[src/rtl/cfi_pkg.sv]
package cfi_pkg;
  typedef enum logic [2:0] {
    EV_OTHER = 3'd0,
    EV_CALL  = 3'd1,
    EV_RET   = 3'd2,
    EV_IJMP  = 3'd3,
    EV_ICALL = 3'd4,
    EV_PAD   = 3'd5
  } ev_e;

  typedef enum logic [1:0] {
    FC_NONE  = 2'b00,
    FC_RET   = 2'b01,
    FC_PAD   = 2'b10,
    FC_STACK = 2'b11
  } fc_e;
endpackage

[src/rtl/cfi_shadow_stack.sv]
module cfi_shadow_stack #(
  parameter int DEPTH = 16,
  parameter int AW    = 32,
  localparam int CW   = $clog2(DEPTH + 1),
  localparam int IW   = (DEPTH > 1) ? $clog2(DEPTH) : 1
) (
  input  logic          clk_i,
  input  logic          rst_ni,
  input  logic          clear_i,
  input  logic          push_i,
  input  logic          pop_i,
  input  logic [AW-1:0] push_data_i,
  output logic [AW-1:0] top_o,
  output logic [CW-1:0] depth_o,
  output logic          empty_o,
  output logic          full_o
);
  logic [CW-1:0] cnt_q;
  logic [AW-1:0] mem_q [DEPTH];
  logic [IW-1:0] wr_idx, top_idx;

  assign wr_idx  = IW'(cnt_q);
  assign top_idx = IW'(cnt_q - CW'(1));
  assign empty_o = (cnt_q == '0);
  assign full_o  = (cnt_q == CW'(DEPTH));
  assign depth_o = cnt_q;
  assign top_o   = empty_o ? '0 : mem_q[top_idx];

  always_ff @(posedge clk_i or negedge rst_ni) begin
    if (!rst_ni)                     cnt_q <= '0;
    else if (clear_i)                cnt_q <= '0;
    else if (push_i && !full_o)      cnt_q <= cnt_q + CW'(1);
    else if (pop_i && !empty_o)      cnt_q <= cnt_q - CW'(1);
  end

  // entries are written only by pushes; nothing else reaches them
  for (genvar g = 0; g < DEPTH; g++) begin : g_entry
    always_ff @(posedge clk_i or negedge rst_ni) begin
      if (!rst_ni)                                          mem_q[g] <= '0;
      else if (push_i && !full_o && wr_idx == IW'(g))       mem_q[g] <= push_data_i;
    end
  end
endmodule

[src/rtl/cfi_pad_tracker.sv]
module cfi_pad_tracker (
  input  logic clk_i,
  input  logic rst_ni,
  input  logic flush_i,
  input  logic arm_i,
  input  logic retire_i,
  output logic pending_o
);
  logic pend_q;
  assign pending_o = pend_q;

  always_ff @(posedge clk_i or negedge rst_ni) begin
    if (!rst_ni)       pend_q <= 1'b0;
    else if (flush_i)  pend_q <= 1'b0;
    else if (arm_i)    pend_q <= 1'b1;
    else if (retire_i) pend_q <= 1'b0;
  end
endmodule

[src/rtl/cfi_monitor.sv]
module cfi_monitor #(
  parameter int DEPTH = 16,
  parameter int AW    = 32,
  localparam int CW   = $clog2(DEPTH + 1)
) (
  input  logic          clk_i,
  input  logic          rst_ni,
  input  logic          enable_i,
  input  logic          retire_valid_i,
  input  logic [2:0]    retire_kind_i,
  input  logic [AW-1:0] retire_ret_addr_i,
  input  logic [AW-1:0] retire_target_i,
  output logic          fault_o,
  output logic [1:0]    fault_cause_o,
  output logic [CW-1:0] stack_depth_o,
  output logic          stack_empty_o,
  output logic          stack_full_o
);
  import cfi_pkg::*;

  ev_e           ev;
  fc_e           cause_d;
  logic          active, push, pop, arm, pad_pending, locked_q, fault_q;
  logic [1:0]    cause_q;
  logic [AW-1:0] top;

  cfi_shadow_stack #(.DEPTH(DEPTH), .AW(AW)) u_stack (
    .clk_i       (clk_i),
    .rst_ni      (rst_ni),
    .clear_i     (!enable_i),
    .push_i      (push),
    .pop_i       (pop),
    .push_data_i (retire_ret_addr_i),
    .top_o       (top),
    .depth_o     (stack_depth_o),
    .empty_o     (stack_empty_o),
    .full_o      (stack_full_o)
  );

  cfi_pad_tracker u_pad (
    .clk_i     (clk_i),
    .rst_ni    (rst_ni),
    .flush_i   (!enable_i),
    .arm_i     (arm),
    .retire_i  (active),
    .pending_o (pad_pending)
  );

  assign ev     = ev_e'(retire_kind_i);
  assign active = enable_i && retire_valid_i && !locked_q;

  always_comb begin
    cause_d = FC_NONE;
    push    = 1'b0;
    pop     = 1'b0;
    arm     = 1'b0;
    if (active) begin
      if (pad_pending && ev != EV_PAD) begin
        cause_d = FC_PAD;  // landing-pad check wins; instruction otherwise dropped
      end else begin
        case (ev)
          EV_CALL, EV_ICALL: begin
            if (stack_full_o) cause_d = FC_STACK;
            else begin
              push = 1'b1;
              arm  = (ev == EV_ICALL);
            end
          end
          EV_RET: begin
            if (stack_empty_o) cause_d = FC_STACK;
            else begin
              pop = 1'b1;
              if (top != retire_target_i) cause_d = FC_RET;
            end
          end
          EV_IJMP: arm = 1'b1;
          default: ;
        endcase
      end
    end
  end

  always_ff @(posedge clk_i or negedge rst_ni) begin
    if (!rst_ni) begin
      fault_q  <= 1'b0;
      cause_q  <= 2'b00;
      locked_q <= 1'b0;
    end else if (!enable_i) begin
      fault_q  <= 1'b0;
      cause_q  <= 2'b00;
      locked_q <= 1'b0;
    end else begin
      fault_q <= (cause_d != FC_NONE);
      cause_q <= cause_d;
      if (cause_d != FC_NONE) locked_q <= 1'b1;
    end
  end

  assign fault_o       = fault_q;
  assign fault_cause_o = cause_q;
endmodule

[config.mk]
export PLATFORM = sky130hd
export DESIGN_NAME = cfi_monitor
export DESIGN_NICKNAME = d
export VERILOG_FILES = /design/src/rtl/cfi_pkg.sv /design/src/rtl/cfi_shadow_stack.sv /design/src/rtl/cfi_pad_tracker.sv /design/src/rtl/cfi_monitor.sv
export SDC_FILE = /design/constraint.sdc
export NUM_CORES = 1
export LEC_CHECK = 0
export ABC_AREA = 1
export BUFFER_PORTS_ARGS = -buffer_cell sky130_fd_sc_hd__buf_2
export CELL_PAD_IN_SITES_DETAIL_PLACEMENT = 0
export CELL_PAD_IN_SITES_GLOBAL_PLACEMENT = 2
export CORE_MARGIN = 10
export CORE_UTILIZATION = 38
export DETAILED_ROUTE_END_ITERATION = 12
export PLACE_DENSITY = 0.85
export SYNTH_ARGS = -nofsm -noshare
export SYNTH_HDL_FRONTEND = slang
export SYNTH_SLANG_ARGS = --single-unit
export TNS_END_PERCENT = 50
[constraint.sdc]
create_clock -name clk_i -period 4 [get_ports clk_i]
set_input_delay 0 -clock clk_i [delete_from_list [all_inputs] [get_ports clk_i]]
set_output_delay 0 -clock clk_i [all_outputs]
set_load 0.03 [all_outputs]
# Yosys cells after proc, flatten, opt, wreduce, memory -nomap -nowiden
# Index checks and enable logic that the tools add are counted.
# Widths: inputs -> output; s select.
# totals
regBits,522
inputBits,71
output_inout_bits,10
word_cells,110
# classes
n_addsub,2
order_cmp,1
n_eq_ne,25
mux,32
n_bitwise,1
reduce_logical,28
# op_table
cell,n
$bmux 32 s4,1
$mux 32,3
$eq 4x4->1 const B,8
$ne 32x32->1,1
$logic_and 1x1->1,21
$mux 1,18
$eq 4x3->1 const B,4
$mux 5,3
$mux 2,5
$eq 4x2->1 const B,2
$eq 3x2->1 const B,2
$ne 3x1->1 const B,2
$add 5x1->5 const B,1
$eq 5x5->1 const B,1
$ge 5x5->1 const B,1
$logic_not 5->1,1
$not 4->5,1
$sub 5x1->5 const B,1
$eq 4x1->1 const B,1
$logic_not 4->1,1
$pmux 2 s2,1
$eq 3x1->1 const B,1
$eq 3x3->1 const B,1
$logic_not 1->1,3
other kinds (5),5

# Depth between registers and ports, before layout
# depth
word_depth,15
mapped_depth,25
depth_no_buf,21

# Cells and area by module
# Synthesis repeated with hierarchy kept, for this count alone.
# hier_totals
hier_cells,3125
area_unflattened_um2,24657.4
# by_module_without_submodules
mod,instances,cells_each,area_each_um2,seq_area_each_um2
cfi_shadow_stack,1,2950,23772.8,12937.4
cfi_monitor,1,170,839.6,100.1
cfi_pad_tracker,1,5,45.0,25.0

# Worst setup path after synthesis
# Ideal clock, no wire load.
# synth_timing
kind,reg2reg
from,"register u_stack.cnt_q[0], in the netlist u_stack.depth_o[0]"
to,register u_stack.mem_q[23] (netlist bit)
setup_ns,0.133
t_arrival_ns,2.911
t_required_ns,3.867
setup_slack_ns,0.955
stages_incl_launch_ff,15
path_buffers,5
period_less_slack_ns,3.045
path_cell_list,dfrtp_1 > buf_6 > inv_4 > buf_2 > buf_4 > ha_1 > nand2_2 > nor2_1 > inv_1 > nand2_4 > inv_2 > nand2_1 > buf_2 > clkbuf_1 > o21ai_0
# synth_between
elab_chain_cells,7
elab_cells_between_ends,9
classes_between,eq/ne: 2; mux: 4; reduce/logical: 3
# synth_lines
item,line,source
"start, declared",cfi_shadow_stack.sv:18,logic [CW-1:0] cnt_q;
"start signal, assigned",cfi_shadow_stack.sv:32,else if (push_i && !full_o) cnt_q <= cnt_q + CW'(1);
"start signal, assigned",cfi_shadow_stack.sv:33,else if (pop_i && !empty_o) cnt_q <= cnt_q - CW'(1);
$eq 5x5->1 (*),cfi_shadow_stack.sv:25,assign full_o = (cnt_q == CW'(DEPTH));
net stack_full_o,cfi_monitor.sv:17,output logic stack_full_o
$mux 1,cfi_monitor.sv:63,if (stack_full_o) cause_d = FC_STACK;
$mux 1,cfi_monitor.sv:61,case (ev)
$mux 1,cfi_monitor.sv:58,if (pad_pending && ev != EV_PAD) begin
$mux 1,cfi_monitor.sv:57,if (active) begin
$logic_and 1x1->1 (*) (2 in a row),cfi_shadow_stack.sv:40,else if (push_i && !full_o && wr_idx == IW'(g)) mem_q[g] <= push_data_i;
"end signal, assigned by index",cfi_shadow_stack.sv:40,
"end, declared",cfi_shadow_stack.sv:19,logic [AW-1:0] mem_q [DEPTH];
# The timed path passes the listed nets; every way through them passes the cells marked *.
# A chain may end at the register's enable or synchronous reset.

# Worst setup path in the final report
# layout_timing
from,"register u_stack.cnt_q[3], in the netlist u_stack.depth_o[3]"
to,register locked_q
# layout_between
elab_chain_cells,14
elab_cells_between_ends,17
classes_between,add/sub: 1; eq/ne: 3; mux: 10; bitwise: 1; reduce/logical: 2
# layout_lines
item,line,source
$sub 5x1->5,--,
$not 4->5 (implied by the code),cfi_shadow_stack.sv:27,assign top_o = empty_o ? '0 : mem_q[top_idx];
$bmux 32 s4,cfi_shadow_stack.sv:27,
$mux 32 (implied by the code) (2 in a row),cfi_shadow_stack.sv:27,
$mux 32,cfi_shadow_stack.sv:27,
$ne 32x32->1,cfi_monitor.sv:73,if (top != retire_target_i) cause_d = FC_RET;
$mux 1,cfi_monitor.sv:73,
$mux 2,cfi_monitor.sv:70,if (stack_empty_o) cause_d = FC_STACK;
$pmux 2 s2 (*),cfi_monitor.sv:61,
$mux 2 (*),cfi_monitor.sv:58,
$mux 2 (*),cfi_monitor.sv:57,
$reduce_bool 2->1 (*),cfi_monitor.sv:95,if (cause_d != FC_NONE) locked_q <= 1'b1;
$ne 2x1->1 (no line) (*),--,
"end signal, assigned",cfi_monitor.sv:87,locked_q <= 1'b0;
"end signal, assigned",cfi_monitor.sv:91,locked_q <= 1'b0;
"end signal, assigned",cfi_monitor.sv:95,
"end, declared",cfi_monitor.sv:23,"logic active, push, pop, arm, pad_pending, locked_q, fault_q;"
# Every way passes the cells marked *; elsewhere a longest branch is shown, timed or not. The select of a mux whose other input is x is not followed.

==> impl_results.html <==
<table>
<tr><th>Metric</th><th>Value</th></tr>
<tr><th colspan="2">Layout</th></tr>
<tr><td>Antenna diode instance count</td><td>0</td></tr>
<tr><td>Final net count</td><td>3120</td></tr>
<tr><td>Share of the core filled with cells</td><td>43.6%</td></tr>
<tr><td>Syn-to-layout area delta</td><td>13.0%</td></tr>
<tr><td>Fraction of final layout cells with drive strength greater than 1</td><td>7.75%</td></tr>
<tr><th colspan="2">Critical path</th></tr>
<tr><td>Maximum single-stage delay on the critical path</td><td>760 ps</td></tr>
<tr><td>Worst path cell trace</td><td>nor2_8 &gt; nand2_2 &gt; nor2_4 &gt; inv_2 &gt; buf_12 &gt; nand4_1 &gt; nand2_1 &gt; nand2_1 &gt; nor2_1 &gt; nand2_1 &gt; nor2_2 &gt; nand2_1 &gt; nand2_1 &gt; nand2_1 &gt; nand2_2 &gt; dlygate4sd3_1 &gt; nand3_2</td></tr>
<tr><td>Capture point of the worst path</td><td>locked_q</td></tr>
<tr><td>Standard cell with the maximum stage delay on the critical path</td><td>dfrtp_1</td></tr>
<tr><td>Crit path DAT</td><td>4260 ps</td></tr>
<tr><td>Setup slack, reg-to-reg</td><td>250 ps</td></tr>
<tr><td>Launch point of the worst path</td><td>u_stack.depth_o[3]</td></tr>
<tr><td>Kind of critical path</td><td>reg2reg</td></tr>
<tr><td>Kind of launch point of the worst setup path</td><td>register</td></tr>
<tr><td>Worst R2R Start</td><td>u_stack.depth_o[3]</td></tr>
<tr><td>Top fanout value on the critical path</td><td>28</td></tr>
<tr><td>End of the worst register-to-register path</td><td>locked_q</td></tr>
<tr><td>Number of cell instances on the worst register-to-register path</td><td>17</td></tr>
<tr><td>Endpoint class of the critical path</td><td>register</td></tr>
<tr><td>Cell type with the highest occurrence count on the critical path</td><td>nand2_1</td></tr>
<tr><td>Required time worst endpoint</td><td>4500 ps</td></tr>
<tr><th colspan="2">Run status</th></tr>
<tr><td>Status</td><td>finished, final reports clean</td></tr>
<tr><th colspan="2">STA</th></tr>
<tr><td>Share of the cycle needed by the critical path after routing</td><td>93.9%</td></tr>
<tr><td>Shortest clock period the worst path allows after layout</td><td>3750 ps</td></tr>
<tr><td>Slew margin rel.</td><td>29.5%</td></tr>
<tr><td>Worst Tran Pin Value</td><td>1060 ps</td></tr>
<tr><td>Hold Violations, Final</td><td>0</td></tr>
<tr><td>Slack of the critical path</td><td>245 ps</td></tr>
<tr><td>Max Clock Skew</td><td>14.4 ps</td></tr>
<tr><td>Max-slew violation total from the final report</td><td>0</td></tr>
<tr><td>Final setup violating endpoints</td><td>0</td></tr>
<tr><td>Total Negative Setup Slacks</td><td>0 ps</td></tr>
<tr><td>Unrepaired setup endpoints after global routing</td><td>false</td></tr>
<tr><td>Achievable frequency</td><td>266 MHz</td></tr>
<tr><th colspan="2">Route</th></tr>
<tr><td>Post-detailed-routing wire length</td><td>80.4 mm</td></tr>
<tr><td>Average wire per cell in the routed design</td><td>20.4 um</td></tr>
<tr><td>Number of iterations in the first detailed-routing pass</td><td>6</td></tr>
<tr><td>Post-route ant nets</td><td>0</td></tr>
<tr><td>Total via count in the routed design</td><td>21086</td></tr>
<tr><td>Number of vias per cell</td><td>5.37</td></tr>
<tr><td>Remaining design rule violation count</td><td>0</td></tr>
<tr><td>Detailed router's first-iteration violation count</td><td>2212</td></tr>
<tr><th colspan="2">CTS</th></tr>
<tr><td>Clock sink count</td><td>522</td></tr>
<tr><td>Number of buffers inserted to repair setup after CTS</td><td>0</td></tr>
<tr><td>Clock Path Buffers</td><td>3</td></tr>
<tr><td>Number of H-tree levels</td><td>2</td></tr>
<tr><td>Clock slew at reported path FFs</td><td>60 ps</td></tr>
<tr><td>Total CTS buffers</td><td>58</td></tr>
<tr><td>Clk_lat worst skew</td><td>620 ps</td></tr>
<tr><td>CTS tree</td><td>built</td></tr>
<tr><td>Cell at the root of the clock tree</td><td>clkbuf_16</td></tr>
<tr><th colspan="2">Floorplan</th></tr>
<tr><td>Die area</td><td>75000 um^2</td></tr>
<tr><td>Effective utilization at floorplan</td><td>38.6%</td></tr>
<tr><td>Core footprint</td><td>63400 um^2</td></tr>
<tr><td>Die width</td><td>274 um</td></tr>
<tr><td>Height of the die</td><td>274 um</td></tr>
<tr><td>Top-level port count</td><td>81</td></tr>
<tr><td>Row Count</td><td>92</td></tr>
<tr><th colspan="2">Synth</th></tr>
<tr><td>Commonest cells in the synthesized netlist</td><td>1117 x nand2_1, 522 x dfrtp_1, 482 x o21ai_0</td></tr>
<tr><td>Top-area cell type share of the netlist area</td><td>53.4%</td></tr>
<tr><td>Syn. warnings</td><td>0</td></tr>
<tr><td>Post-synth top area cell</td><td>dfrtp_1</td></tr>
<tr><td>Main synth FF type</td><td>dfrtp_1</td></tr>
<tr><td>Register bit count reported by yosys</td><td>522</td></tr>
<tr><td>Proportion of synthesized chip area in sequential cells</td><td>53.4%</td></tr>
<tr><td>Top-count cell post-synth</td><td>nand2_1</td></tr>
<tr><td>Share of flip-flops with an asynchronous set or reset after synthesis</td><td>100%</td></tr>
<tr><td>Total nets after synthesis</td><td>3141</td></tr>
<tr><td>Average footprint of a synthesized cell</td><td>7.98 um^2</td></tr>
<tr><td>Synthesized netlist cell count</td><td>3065</td></tr>
<tr><td>Total standard cell area after synthesis</td><td>24500 um^2</td></tr>
<tr><td>Leading cell types by total area after synthesis</td><td>dfrtp_1 53%, nand2_1 17%, o21ai_0 9.9%, nand3_1 9.6%, clkbuf_1 2.1%</td></tr>
<tr><td>Count of cell types in the netlist</td><td>35</td></tr>
<tr><td>Number of enable flip-flop cells after synthesis</td><td>0</td></tr>
<tr><th colspan="2">GRT</th></tr>
<tr><td>GR Util met3</td><td>2.56%</td></tr>
<tr><td>Antenna violations before repair</td><td>2</td></tr>
<tr><td>Maximum number of pins on one net before global-route repair</td><td>169</td></tr>
<tr><td>Grt met1 use</td><td>29.5%</td></tr>
<tr><td>Overall fraction of global-route tracks in use</td><td>21.3%</td></tr>
<tr><td>Remaining global-route overflow</td><td>0</td></tr>
<tr><td>Layer carrying the most global-route usage</td><td>met2</td></tr>
<tr><td>Met2 track demand over resource in global routing</td><td>34.4%</td></tr>
<tr><td>Wire length of the first global-routing pass</td><td>125 mm</td></tr>
<tr><td>Number of global-route vias before repair</td><td>20529</td></tr>
<tr><th colspan="2">Place</th></tr>
<tr><td>Routability congestion estimate</td><td>0.798</td></tr>
<tr><td>Setup WS pre-CTS</td><td>597 ps</td></tr>
<tr><td>Detailed placement HPWL</td><td>43.7 mm</td></tr>
<tr><td>PortBufs</td><td>80</td></tr>
<tr><th colspan="2">Power</th></tr>
<tr><td>Switching share of power</td><td>36.0%</td></tr>
<tr><td>Comb power frac</td><td>30.0%</td></tr>
<tr><td>Internal portion of total power</td><td>10.7 mW</td></tr>
<tr><td>LEAKAGE</td><td>12.6 nW</td></tr>
<tr><td>Flop pwr share</td><td>39.3%</td></tr>
<tr><td>Net load switching power</td><td>6.04 mW</td></tr>
<tr><td>Portion of total power attributed to the clock network</td><td>30.7%</td></tr>
<tr><td>Worst IR Drop VDD</td><td>0.000359 V</td></tr>
<tr><td>Power density cells</td><td>607 nW/um^2</td></tr>
<tr><th colspan="2">Hold path</th></tr>
<tr><td>HP Class</td><td>in2async</td></tr>
<tr><th colspan="2">Job</th></tr>
<tr><td>Maximum Capacitance Violations</td><td>0</td></tr>
</table>
## worst max-delay path, delay by kind of cell (launching register included)
family	cells	cell delay, ps
AND/OR/NAND/NOR	14	1480
buffers and inverters	3	1370
flip-flops	1	760
## routing by layer
| layer | routed length [um] | share of wire [%] |
|---|---|---|
| met5 | 22 | 0.027 |
| met4 | 2110 | 2.6 |
| met3 | 4210 | 5.2 |
| met2 | 36900 | 46 |
| met1 | 37200 | 46 |
## kinds of logic (layout without fill, tap and decap cells)
| kind of cell | count (synthesis) | after routing | synth area share [%] |
|---|---|---|---|
| buffers and inverters | 324 | 343 | 5.97 |
| and+or+nand+nor | 1671 | 1671 | 29.0 |
| DFF | 522 | 522 | 53.4 |
| adders and majority gates | 5 | 5 | 0.256 |
| AOI/OAI and AO/OA | 540 | 540 | 11.3 |
| xor gates and xnor gates | 3 | 3 | 0.107 |
## metrics by stage
stage | instance area, um^2 | total power [mW] | std cells | hold WS, ps
finish | 27700 | 16.8 | 3930 | 8.90
global route | 27700 | 17.7 | 3930 | 119
CTS | 27600 | 16.8 | 3929 | 27.0
detailed placement | 25400 | 11.6 | 3788 | 96.9
global placement | 25400 | 11.5 | 3788 | 98.9
floorplan | 24500 | 9.90 | 3065 | -296
## state kept, by name (all words and copies together), names as in the netlist
signal,count
u_pad.pending_o,1
u_stack.mem_q,512
u_stack.depth_o,5
fault_cause_o,2
fault_o,1
locked_q,1
## layout make-up
cell class	count	area [um^2]
Clock inverter	6	83.8
Clock buffer	94	1700
Sequential cell	522	13100
Timing Repair Buffer	160	1350
Tap cell	846	1060
Inverter	83	337
Multi-Input combinational cell	2219	10100
Fill cell	6293	35800
## worst min path at each step
stage                     startpoint            endpoint  slack (ps)  depth (start not counted)
global route                  rst_ni  u_stack.mem_q[268]         120                          2
global placement              rst_ni  u_stack.mem_q[268]         100                          1
CTS                 retire_kind_i[2]     u_pad.pending_o          30                          6
finish                        rst_ni  u_stack.mem_q[268]           9                          2
floorplan                     rst_ni    fault_cause_o[0]        -300                          0
detailed placement            rst_ni  u_stack.mem_q[268]         100                          1
## what timing repair did
item                       CTS  global route
setup endpoints to repair    0             3
hold endpoints to repair   579             0
gates resized for setup      0            10
hold buffers                41             0
## power groups by stage
stage	Sequential, mW	Clock [mW]	Combinational, mW
floorplan	6.55	0	3.34
global placement	6.65	0	4.89
detailed placement	6.67	0	4.95
CTS	6.59	5.26	5.00
global route	6.69	5.47	5.58
finish	6.60	5.15	5.03
## layout by cell type, fill, tap and decap left out, drive strengths merged, types with 3 or more instances in the layout
| cell | count |
|---|---|
| xor2 | 3 |
| clkinv | 9 |
| ha | 5 |
| dlygate4sd3 | 41 |
| clkbuf | 96 |
| dfrtp | 522 |
| nand4 | 35 |
| o21ai | 517 |
| nor3 | 3 |
| nand2 | 1130 |
| nor2 | 26 |
| o22ai | 3 |
| o21bai | 15 |
| buf | 117 |
| inv | 78 |
| nand3 | 477 |
Power figures use the tool's default switching activity.
